[config.mk]
export PLATFORM = sky130hd
export DESIGN_NAME = pdm_sync
export DESIGN_NICKNAME = d
export VERILOG_FILES = /design/src/rtl/pdm_sync_pkg.sv /design/src/rtl/pdm_edge_delay.sv /design/src/rtl/pdm_sync_ctrl.sv /design/src/rtl/pdm_sync_dp.sv /design/src/rtl/pdm_sync.sv
export SDC_FILE = /design/constraint.sdc
export NUM_CORES = 1
export LEC_CHECK = 0
export BUFFER_PORTS_ARGS = -buffer_cell sky130_fd_sc_hd__buf_2
export CAP_MARGIN = 10
export CORE_ASPECT_RATIO = 0.5
export CORE_MARGIN = 5
export CORE_UTILIZATION = 40
export DETAILED_ROUTE_END_ITERATION = 8
export HOLD_SLACK_MARGIN = 0.05
export PLACE_DENSITY = 0.63
export RECOVER_POWER = 50
export SLEW_MARGIN = 20
export SYNTH_ARGS = -nofsm -noshare
export SYNTH_HDL_FRONTEND = slang
export SYNTH_SLANG_ARGS = --single-unit
[constraint.sdc]
create_clock -name clk -period 2.5 [get_ports clk]
set_input_delay 0 -clock clk [delete_from_list [all_inputs] [get_ports clk]]
set_output_delay 0 -clock clk [all_outputs]
set_load 0.02 [all_outputs]
[src/rtl/pdm_sync_pkg.sv]
package pdm_sync_pkg;

  // Strobes passed from the timing control to the datapath.
  typedef struct packed {
    logic sampleStb;   // one-cycle sampling instant
  } pdm_strobe_t;

endpackage

[src/rtl/pdm_edge_delay.sv]
// Turns a one-cycle trigger into a one-cycle pulse dly cycles later.
// Only one interval may be pending at a time.
module pdm_edge_delay #(
  parameter int DLY_W   = 8,
  parameter int MAX_DLY = 39
) (
  input  logic             clk,
  input  logic             rstN,
  input  logic             trig,
  input  logic [DLY_W-1:0] dly,
  output logic             fire
);

  logic [DLY_W-1:0] cnt;
  logic             busy;

  assign fire = busy && (cnt == DLY_W'(1));

  always_ff @(posedge clk) begin
    if (!rstN) begin
      busy <= 1'b0;
      cnt  <= '0;
    end else if (trig) begin
      busy <= 1'b1;
      cnt  <= dly;
    end else if (busy) begin
      cnt <= cnt - DLY_W'(1);
      if (cnt == DLY_W'(1)) busy <= 1'b0;
    end
  end

  // a new trigger never lands on an interval that is still running
  a_r2_no_overlap: assert property (@(posedge clk) disable iff (!rstN)
    trig |-> (!busy || fire));

  // a running count stays inside the clamped range
  a_r6_count_bound: assert property (@(posedge clk) disable iff (!rstN)
    busy |-> (cnt != '0 && cnt <= DLY_W'(MAX_DLY)));

endmodule

[src/rtl/pdm_sync_ctrl.sv]
// Timing control: edge detection, first delay, XOR doubling, second delay.
module pdm_sync_ctrl
  import pdm_sync_pkg::*;
#(
  parameter int DLY_W       = 8,
  parameter int HALF_CYCLES = 40
) (
  input  logic             clk,
  input  logic             rstN,
  input  logic             legGate,
  input  logic [DLY_W-1:0] delayA,
  input  logic [DLY_W-1:0] delayB,
  output pdm_strobe_t      stb
);

  localparam int MAX_DLY = HALF_CYCLES - 1;
  localparam int STAGES  = 2;

  logic gatePrev, refDly, xorPrev;
  logic gateEdge, xorNow, xorFall;

  logic             trigArr [STAGES];
  logic [DLY_W-1:0] rawArr  [STAGES];
  logic [DLY_W-1:0] dlyArr  [STAGES];
  logic             fireArr [STAGES];

  assign gateEdge = legGate ^ gatePrev;
  assign xorNow   = gatePrev ^ refDly;
  assign xorFall  = xorPrev & ~xorNow;

  assign trigArr[0] = gateEdge;
  assign trigArr[1] = xorFall;
  assign rawArr[0]  = delayA;
  assign rawArr[1]  = delayB;

  for (genvar g = 0; g < STAGES; g++) begin : g_stage
    // keep each setting inside [1, HALF_CYCLES-1]
    always_comb begin
      if (rawArr[g] == '0)
        dlyArr[g] = DLY_W'(1);
      else if (rawArr[g] > DLY_W'(MAX_DLY))
        dlyArr[g] = DLY_W'(MAX_DLY);
      else
        dlyArr[g] = rawArr[g];
    end

    pdm_edge_delay #(
      .DLY_W  (DLY_W),
      .MAX_DLY(MAX_DLY)
    ) u_dly (
      .clk (clk),
      .rstN(rstN),
      .trig(trigArr[g]),
      .dly (dlyArr[g]),
      .fire(fireArr[g])
    );
  end

  always_ff @(posedge clk) begin
    if (!rstN) begin
      gatePrev <= 1'b0;
      refDly   <= 1'b0;
      xorPrev  <= 1'b0;
    end else begin
      gatePrev <= legGate;
      refDly   <= refDly ^ fireArr[0];
      xorPrev  <= xorNow;
    end
  end

  assign stb.sampleStb = fireArr[1];

  // every pulse of the doubled train starts on a leg-gate transition
  a_r2_xor_from_gate: assert property (@(posedge clk) disable iff (!rstN)
    $rose(xorNow) |-> $past(gateEdge));

endmodule

[src/rtl/pdm_sync_dp.sv]
// Datapath: synchronizer, sampling register, switch-gate halving flop.
module pdm_sync_dp
  import pdm_sync_pkg::*;
(
  input  logic        clk,
  input  logic        rstN,
  input  logic        spwmIn,
  input  pdm_strobe_t stb,
  output logic        pwmOut,
  output logic        swGate
);

  logic syncA, syncB;
  logic sampleStb;

  assign sampleStb = stb.sampleStb;

  always_ff @(posedge clk) begin
    if (!rstN) begin
      syncA  <= 1'b0;
      syncB  <= 1'b0;
      pwmOut <= 1'b0;
      swGate <= 1'b0;
    end else begin
      syncA <= spwmIn;
      syncB <= syncA;
      if (sampleStb) begin
        pwmOut <= syncB;
        swGate <= ~swGate;
      end
    end
  end

  // the sampled bit holds when no strobe occurred
  a_r4_hold: assert property (@(posedge clk) disable iff (!rstN)
    !$past(sampleStb) |-> $stable(pwmOut));

  // the switch gate inverts after every strobe
  a_r5_toggle: assert property (@(posedge clk) disable iff (!rstN)
    $past(sampleStb) |-> (swGate != $past(swGate)));

endmodule

[src/rtl/pdm_sync.sv]
module pdm_sync
  import pdm_sync_pkg::*;
#(
  parameter int DLY_W       = 8,
  parameter int HALF_CYCLES = 40
) (
  input  logic             clk,
  input  logic             rstN,
  input  logic             legGate,
  input  logic             spwmIn,
  input  logic [DLY_W-1:0] delayA,
  input  logic [DLY_W-1:0] delayB,
  output logic             pwmOut,
  output logic             swGate
);

  pdm_strobe_t stb;

  pdm_sync_ctrl #(
    .DLY_W      (DLY_W),
    .HALF_CYCLES(HALF_CYCLES)
  ) u_ctrl (
    .clk    (clk),
    .rstN   (rstN),
    .legGate(legGate),
    .delayA (delayA),
    .delayB (delayB),
    .stb    (stb)
  );

  pdm_sync_dp u_dp (
    .clk   (clk),
    .rstN  (rstN),
    .spwmIn(spwmIn),
    .stb   (stb),
    .pwmOut(pwmOut),
    .swGate(swGate)
  );

endmodule

== Word-level counts from Yosys, hierarchy flattened ==
Index checks and enable logic that the tools add are counted.

* Muxes and demuxes: 14
* Divide/modulo/power cells: 0
* Shifts and indexed selects: 0
* Equal/unequal tests: 2
* Add/sub/neg operators: 2
* Bitwise logic cells: 6
* Multiply operators: 0
* Reduce and logical (&&, ||, !) cells: 6
* $lt $le $gt $ge: 2

{| class="wikitable"
|+ Operators by type and width
! cell !! number
|-
| 8-bit two-way mux || 8
|-
| 8-bit by 1-bit equality test with 1-bit output (second input constant) || 2
|-
| 8-bit by 6-bit > comparator with 1-bit output (second input constant) || 2
|-
| 8-bit logical NOT || 2
|-
| 8-bit by 1-bit subtractor with 8-bit output (second input constant) || 2
|-
| 1-bit two-way mux || 6
|-
| 2-bit nonzero test || 2
|-
| 1-bit XOR || 3
|-
| 1-bit logical AND || 2
|-
| 1-bit NOT || 2
|-
| 1-bit bitwise AND || 1
|}

* Output and inout bits: 2
* ROM bits: 0
* Memories: 0
* Bits in latches: 0
* Bits in registers: 25
* RAM bits: 0
* Logic and storage cells: 43
* Bits of input ports: 20

== Logic depth before layout (Yosys ltp) ==
* Word-level depth: 4
* Depth in mapped cells: 5
* Depth with buffers taken out: 5

== Cells and area by module ==
Synthesis repeated with hierarchy kept, for this count alone.

* Cells, all modules: 167
* Area total of the unflattened synthesis: 1,417.6 µm²

{| class="wikitable"
|+ By module, submodules not included
! module !! area an instance (µm²) !! times used !! sequential area each (µm²) !! cells each
|-
| pdm_edge_delay || 524.3 || 2 || 180.2 || 61
|-
| pdm_sync_ctrl || 245.2 || 1 || 60.1 || 35
|-
| pdm_sync_dp || 123.9 || 1 || 80.1 || 10
|}

== Least setup slack after synthesis ==
No wires, ideal clock.

* Path kind: reg-to-reg
* Start: register u_ctrl.g_stage[1].u_dly.busy
* End: register u_ctrl.g_stage[1].u_dly.cnt[5]
* Stages on the path, launching flop included: 5
* Path buffers: 1
* Slack: 869 ps
* Required time: 2,378 ps
* Arrival: 1,509 ps
* Setup time: 122 ps
* Clock period less this slack: 1,631 ps
* Cells stage by stage: dfxtp_1 -> buf_2 -> or4b_1 -> o31a_1 -> o311a_1

* Longest elaborated chain between the ends: 1

{| class="wikitable"
|+ Ends and longest elaborated chain
! what !! RTL line !! source
|-
| from (decl) || pdm_edge_delay.sv:15 || <nowiki>logic busy;</nowiki>
|-
| from (signal assigned) || pdm_edge_delay.sv:21 || <nowiki>busy <= 1'b0;</nowiki>
|-
| from (signal assigned) || pdm_edge_delay.sv:24 || <nowiki>busy <= 1'b1;</nowiki>
|-
| from (signal assigned) || pdm_edge_delay.sv:28 || <nowiki>if (cnt == DLY_W'(1)) busy <= 1'b0;</nowiki>
|-
| 2-bit nonzero test (no line) || n/a ||
|-
| to (signal assigned) || pdm_edge_delay.sv:25 || <nowiki>cnt <= dly;</nowiki>
|-
| to (signal assigned) || pdm_edge_delay.sv:27 || <nowiki>cnt <= cnt - DLY_W'(1);</nowiki>
|-
| to (decl) || pdm_edge_delay.sv:14 || <nowiki>logic [DLY_W-1:0] cnt;</nowiki>
|}

Every way passes these cells.
A chain may end at the register's enable or synchronous reset.

== Final worst setup path ==
* Start: register u_ctrl.g_stage[0].u_dly.cnt[1]
* End: register u_ctrl.g_stage[0].u_dly.cnt[4]

* Longest elaborated chain between the ends: 3

{| class="wikitable"
|+ Ends and longest elaborated chain
! what !! RTL line !! source
|-
| from (decl) || pdm_edge_delay.sv:14 ||
|-
| from (signal assigned) || pdm_edge_delay.sv:25 ||
|-
| from (signal assigned) || pdm_edge_delay.sv:27 ||
|-
| 8-bit by 1-bit subtractor with 8-bit output || pdm_edge_delay.sv:27 ||
|-
| 8-bit two-way mux || pdm_edge_delay.sv:26 || <nowiki>end else if (busy) begin</nowiki>
|-
| 8-bit two-way mux || pdm_edge_delay.sv:23 || <nowiki>end else if (trig) begin</nowiki>
|}

Every way passes these cells. The select of a mux whose other input is x is not followed.

==> impl_metrics.csv <==
group,metric,value,unit
synthesis,seq_area_frac_synth,38.0,%
cts,clk_pin_slew,0.09,ns
synthesis,synth_top_area_share,38.0,%
global_route,antenna_found_initial,0,
power_and_ir_drop,switching_share,29.0,%
place,postPlaceCellArea,1450,um^2
power_and_ir_drop,seqPwrFrac,51.3,%
worst_setup_path,max_stage_delay,0.55,ns
finish,nNetsFinal,199,
cts,cts_made_buffers,3,
worst_setup_path,worstPathRequired,2.67,ns
timing,period_share,77.2,%
finish,fillers,294,
power_and_ir_drop,pwr-share-clk,27.0,%
timing,hold_viol,0,
synthesis,synth_area_leaders,"dfxtp_1 (38%), xnor2_1 (5.3%), or4_1 (4.6%)",
synthesis,syn_area,1320,um^2
timing,rsz0062_at_grt,"false",
power_and_ir_drop,combPwrFrac,21.7,%
power_and_ir_drop,p_int,643,uW
floorplan,die_w,91.2,um
worst_setup_path,crit_path_max_fanout,4,
timing,setup_tns,0,ns
cts,insertion_delay,0.27,ns
cts,cts_tree,"done",
floorplan,design.die.area,4610,um^2
drt,viasPerCell,5.45,
worst_setup_path,crit_path_cell_trace,"inv_1 -> ha_1 -> nor4bb_1 -> xnor2_1 -> o22ai_1 -> dlygate4sd3_1",
synthesis,syn_nets,169,
floorplan,design.core.area,3080,um^2
synthesis,yosysUniqueCellTypes,44,
timing,period_needed,1.93,ns
place,dp_hpwl,2050,um
timing,fin_ws,0.569,ns
synthesis,async_reset_ff_share,0,%
power_and_ir_drop,ir_drop,0.296,mV
global_route,grt_pass1_vias,1058,
global_route,grt_max_degree,26,
floorplan,rows,14,
worst_setup_path,critical-path-slowest-cell,"dlygate4sd3_1",
timing,slew_violations,0,
global_route,grtUsageTotal,11.9,%
floorplan,die_h,50.6,um
synthesis,synth_ff_type,"dfxtp_1",
global_route,grt_first_pass_wirelength,4600,um
finish,drive_gt1_share,16.1,%
cts,cts_setup_buffers,0,
worst_setup_path,cp-start-kind,"flip-flop",
worst_setup_path,critPathKind,"reg -> reg",
global_route,grt_overflow_total,0,
synthesis,syn_area_per_cell,9.09,um^2
synthesis,synth_edf_count,0,
power_and_ir_drop,powerDensity,569,nW/um^2
timing,fin_skew,0.00524,ns
synthesis,synth_commonest_cells,"dfxtp_1 (25), nand2_1 (10), or4_1 (8), xnor2_1 (8), inv_1 (7)",
cts,htreeDepth,1,
floorplan,initial_core_util,42.8,%
synthesis,synthCells,145,
synthesis,synth_seq_cells,25,
drt,routed_wl,2830,um
worst_hold_path,hp-start,"delayA[2]",
cts,clock-sinks,25,
timing,maxSlewHeadroom,72.2,%
power_and_ir_drop,p_sw,262,uW
cts,clock_path_buffers,2,
drt,drt_pass1_iterations,5,
job,drv_cap,0,
power_and_ir_drop,p_leak,0.000609,uW
worst_hold_path,hold_class,"in -> reg",
drt,drc,0,
finish,n_antenna_cell,0,
drt,drt_iter0_drc,60,
cts,ctsRootBufferMaster,"clkbuf_8",
worst_setup_path,arrival,2.10,ns
timing,finalSetupViolations,0,
drt,wl_per_cell,13.2,um
timing,fmax,518,MHz
run_status,outcome,"completed",
worst_setup_path,startpoint,"u_ctrl.g_stage[0].u_dly.cnt[1]",
place,io_buffers,21,
place,pre_cts_slack,0.785,ns
place,gp_congestion,0.721,
finish,syn_to_final_growth,20.7,%
worst_setup_path,crit_path_end_kind,"flip-flop",
worst_setup_path,r2r-start,"u_ctrl.g_stage[0].u_dly.cnt[1]",
floorplan,num_io_pins,22,
drt,detail-route-antenna-nets,0,
synthesis,yosysMostFrequentCell,"dfxtp_1",
synthesis,synth_largest_area_cell,"dfxtp_1",
drt,vias,1166,
finish,post-route-cell-area,1590,um^2
timing,worst_slew_pin_slew,0.417,ns
synthesis,yosysWarnings,0,
[cell type report]
cell class | count | area [um^2] | area share (%)
clock inverter | 1 | 7.51 | 0.472
multi-input combinational | 106 | 759 | 47.7
clock buffer | 3 | 41.3 | 2.59
sequential | 25 | 500 | 31.4
timing repair buffer | 32 | 206 | 13.0
inverter | 7 | 26.3 | 1.65
tap | 40 | 50.0 | 3.14
[metrics by stage]
stage | power [uW] | util [%] | hold WS, ns | std cells
6_report | 905 | 51.6 | 0.0681 | 214
3_5_place_dp | 658 | 47.0 | 0.212 | 200
5_1_grt | 962 | 51.6 | 0.0848 | 214
2_1_floorplan | 606 | - | 0.122 | 145
3_3_place_gp | 653 | 47.0 | 0.206 | 200
4_1_cts | 916 | 51.8 | 0.0596 | 214
[power groups by stage]
stage | clock network (uW) | logic (uW) | registers (uW)
2_1_floorplan | 0 | 145 | 462
3_3_place_gp | 0 | 180 | 472
3_5_place_dp | 0 | 184 | 474
4_1_cts | 254 | 197 | 465
5_1_grt | 270 | 220 | 471
6_report | 244 | 196 | 465
[timing repair]
action | in CTS | in global routing
hold buffers | 10 | 0
gates resized for setup | 0 | 0
endpoints found under the hold margin | 9 | 0
[worst max-delay path, delay by kind of cell, from the launching register on]
family	cells	cell delay (ns)
compound gates	1	0.10
xor+xnor	1	0.17
fa+ha+maj	1	0.22
buf+inv	2	0.65
flops	1	0.34
simple gates	1	0.36
[state kept, by name, indices dropped and copies added, names as in the netlist]
name,cells
u_dp.syncB,1
u_dp.syncA,1
u_ctrl.xorPrev,1
u_ctrl.refDly,1
u_ctrl.gatePrev,1
u_ctrl.g_stage.u_dly.busy,2
u_ctrl.g_stage.u_dly.cnt,16
u_dp.pwmOut,1
u_dp.swGate,1
[worst paths after layout]
path / to / cells after the start / slack (ns)
max: u_ctrl.g_stage[0].u_dly.cnt[4] / 6 / 0.57
max reg2reg: u_ctrl.g_stage[0].u_dly.cnt[4] / 6 / 0.57
min: u_ctrl.g_stage[0].u_dly.cnt[2] / 4 / 0.07
min reg2reg: u_dp.syncB / 1 / 0.45
[cell usage in the layout, fill, tap and decap left out, types with 4 or more instances in the layout]
cell type	n
ha_1	4
inv_1	7
nand2_1	10
o31ai_1	6
a21oi_1	6
xnor2_1	8
o21ai_0	5
or4_1	8
clkbuf_1	5
nor2_1	6
buf_2	16
dlygate4sd3_1	10
dfxtp_1	25
[logic make-up (layout without fill, tap and decap cells)]
group / count (synthesis) / after routing / synth area share, %
flops: 25 / 25 / 38.0
simple gates: 51 / 51 / 23.4
xor+xnor: 10 / 10 / 6.64
buf+inv: 14 / 43 / 4.46
fa+ha+maj: 4 / 4 / 3.80
compound gates: 39 / 39 / 22.2
mux: 2 / 2 / 1.52
[layer usage]
layer	global-route usage, %	up-vias	part of all wire (%)
li1	-	598	-
met1	14.5	551	47
met2	21.7	15	50
met3	3.58	2	3.0
met4	1.46	0	0.28
met5	0	-	0
Note: power is estimated with default switching activity, not from simulation.
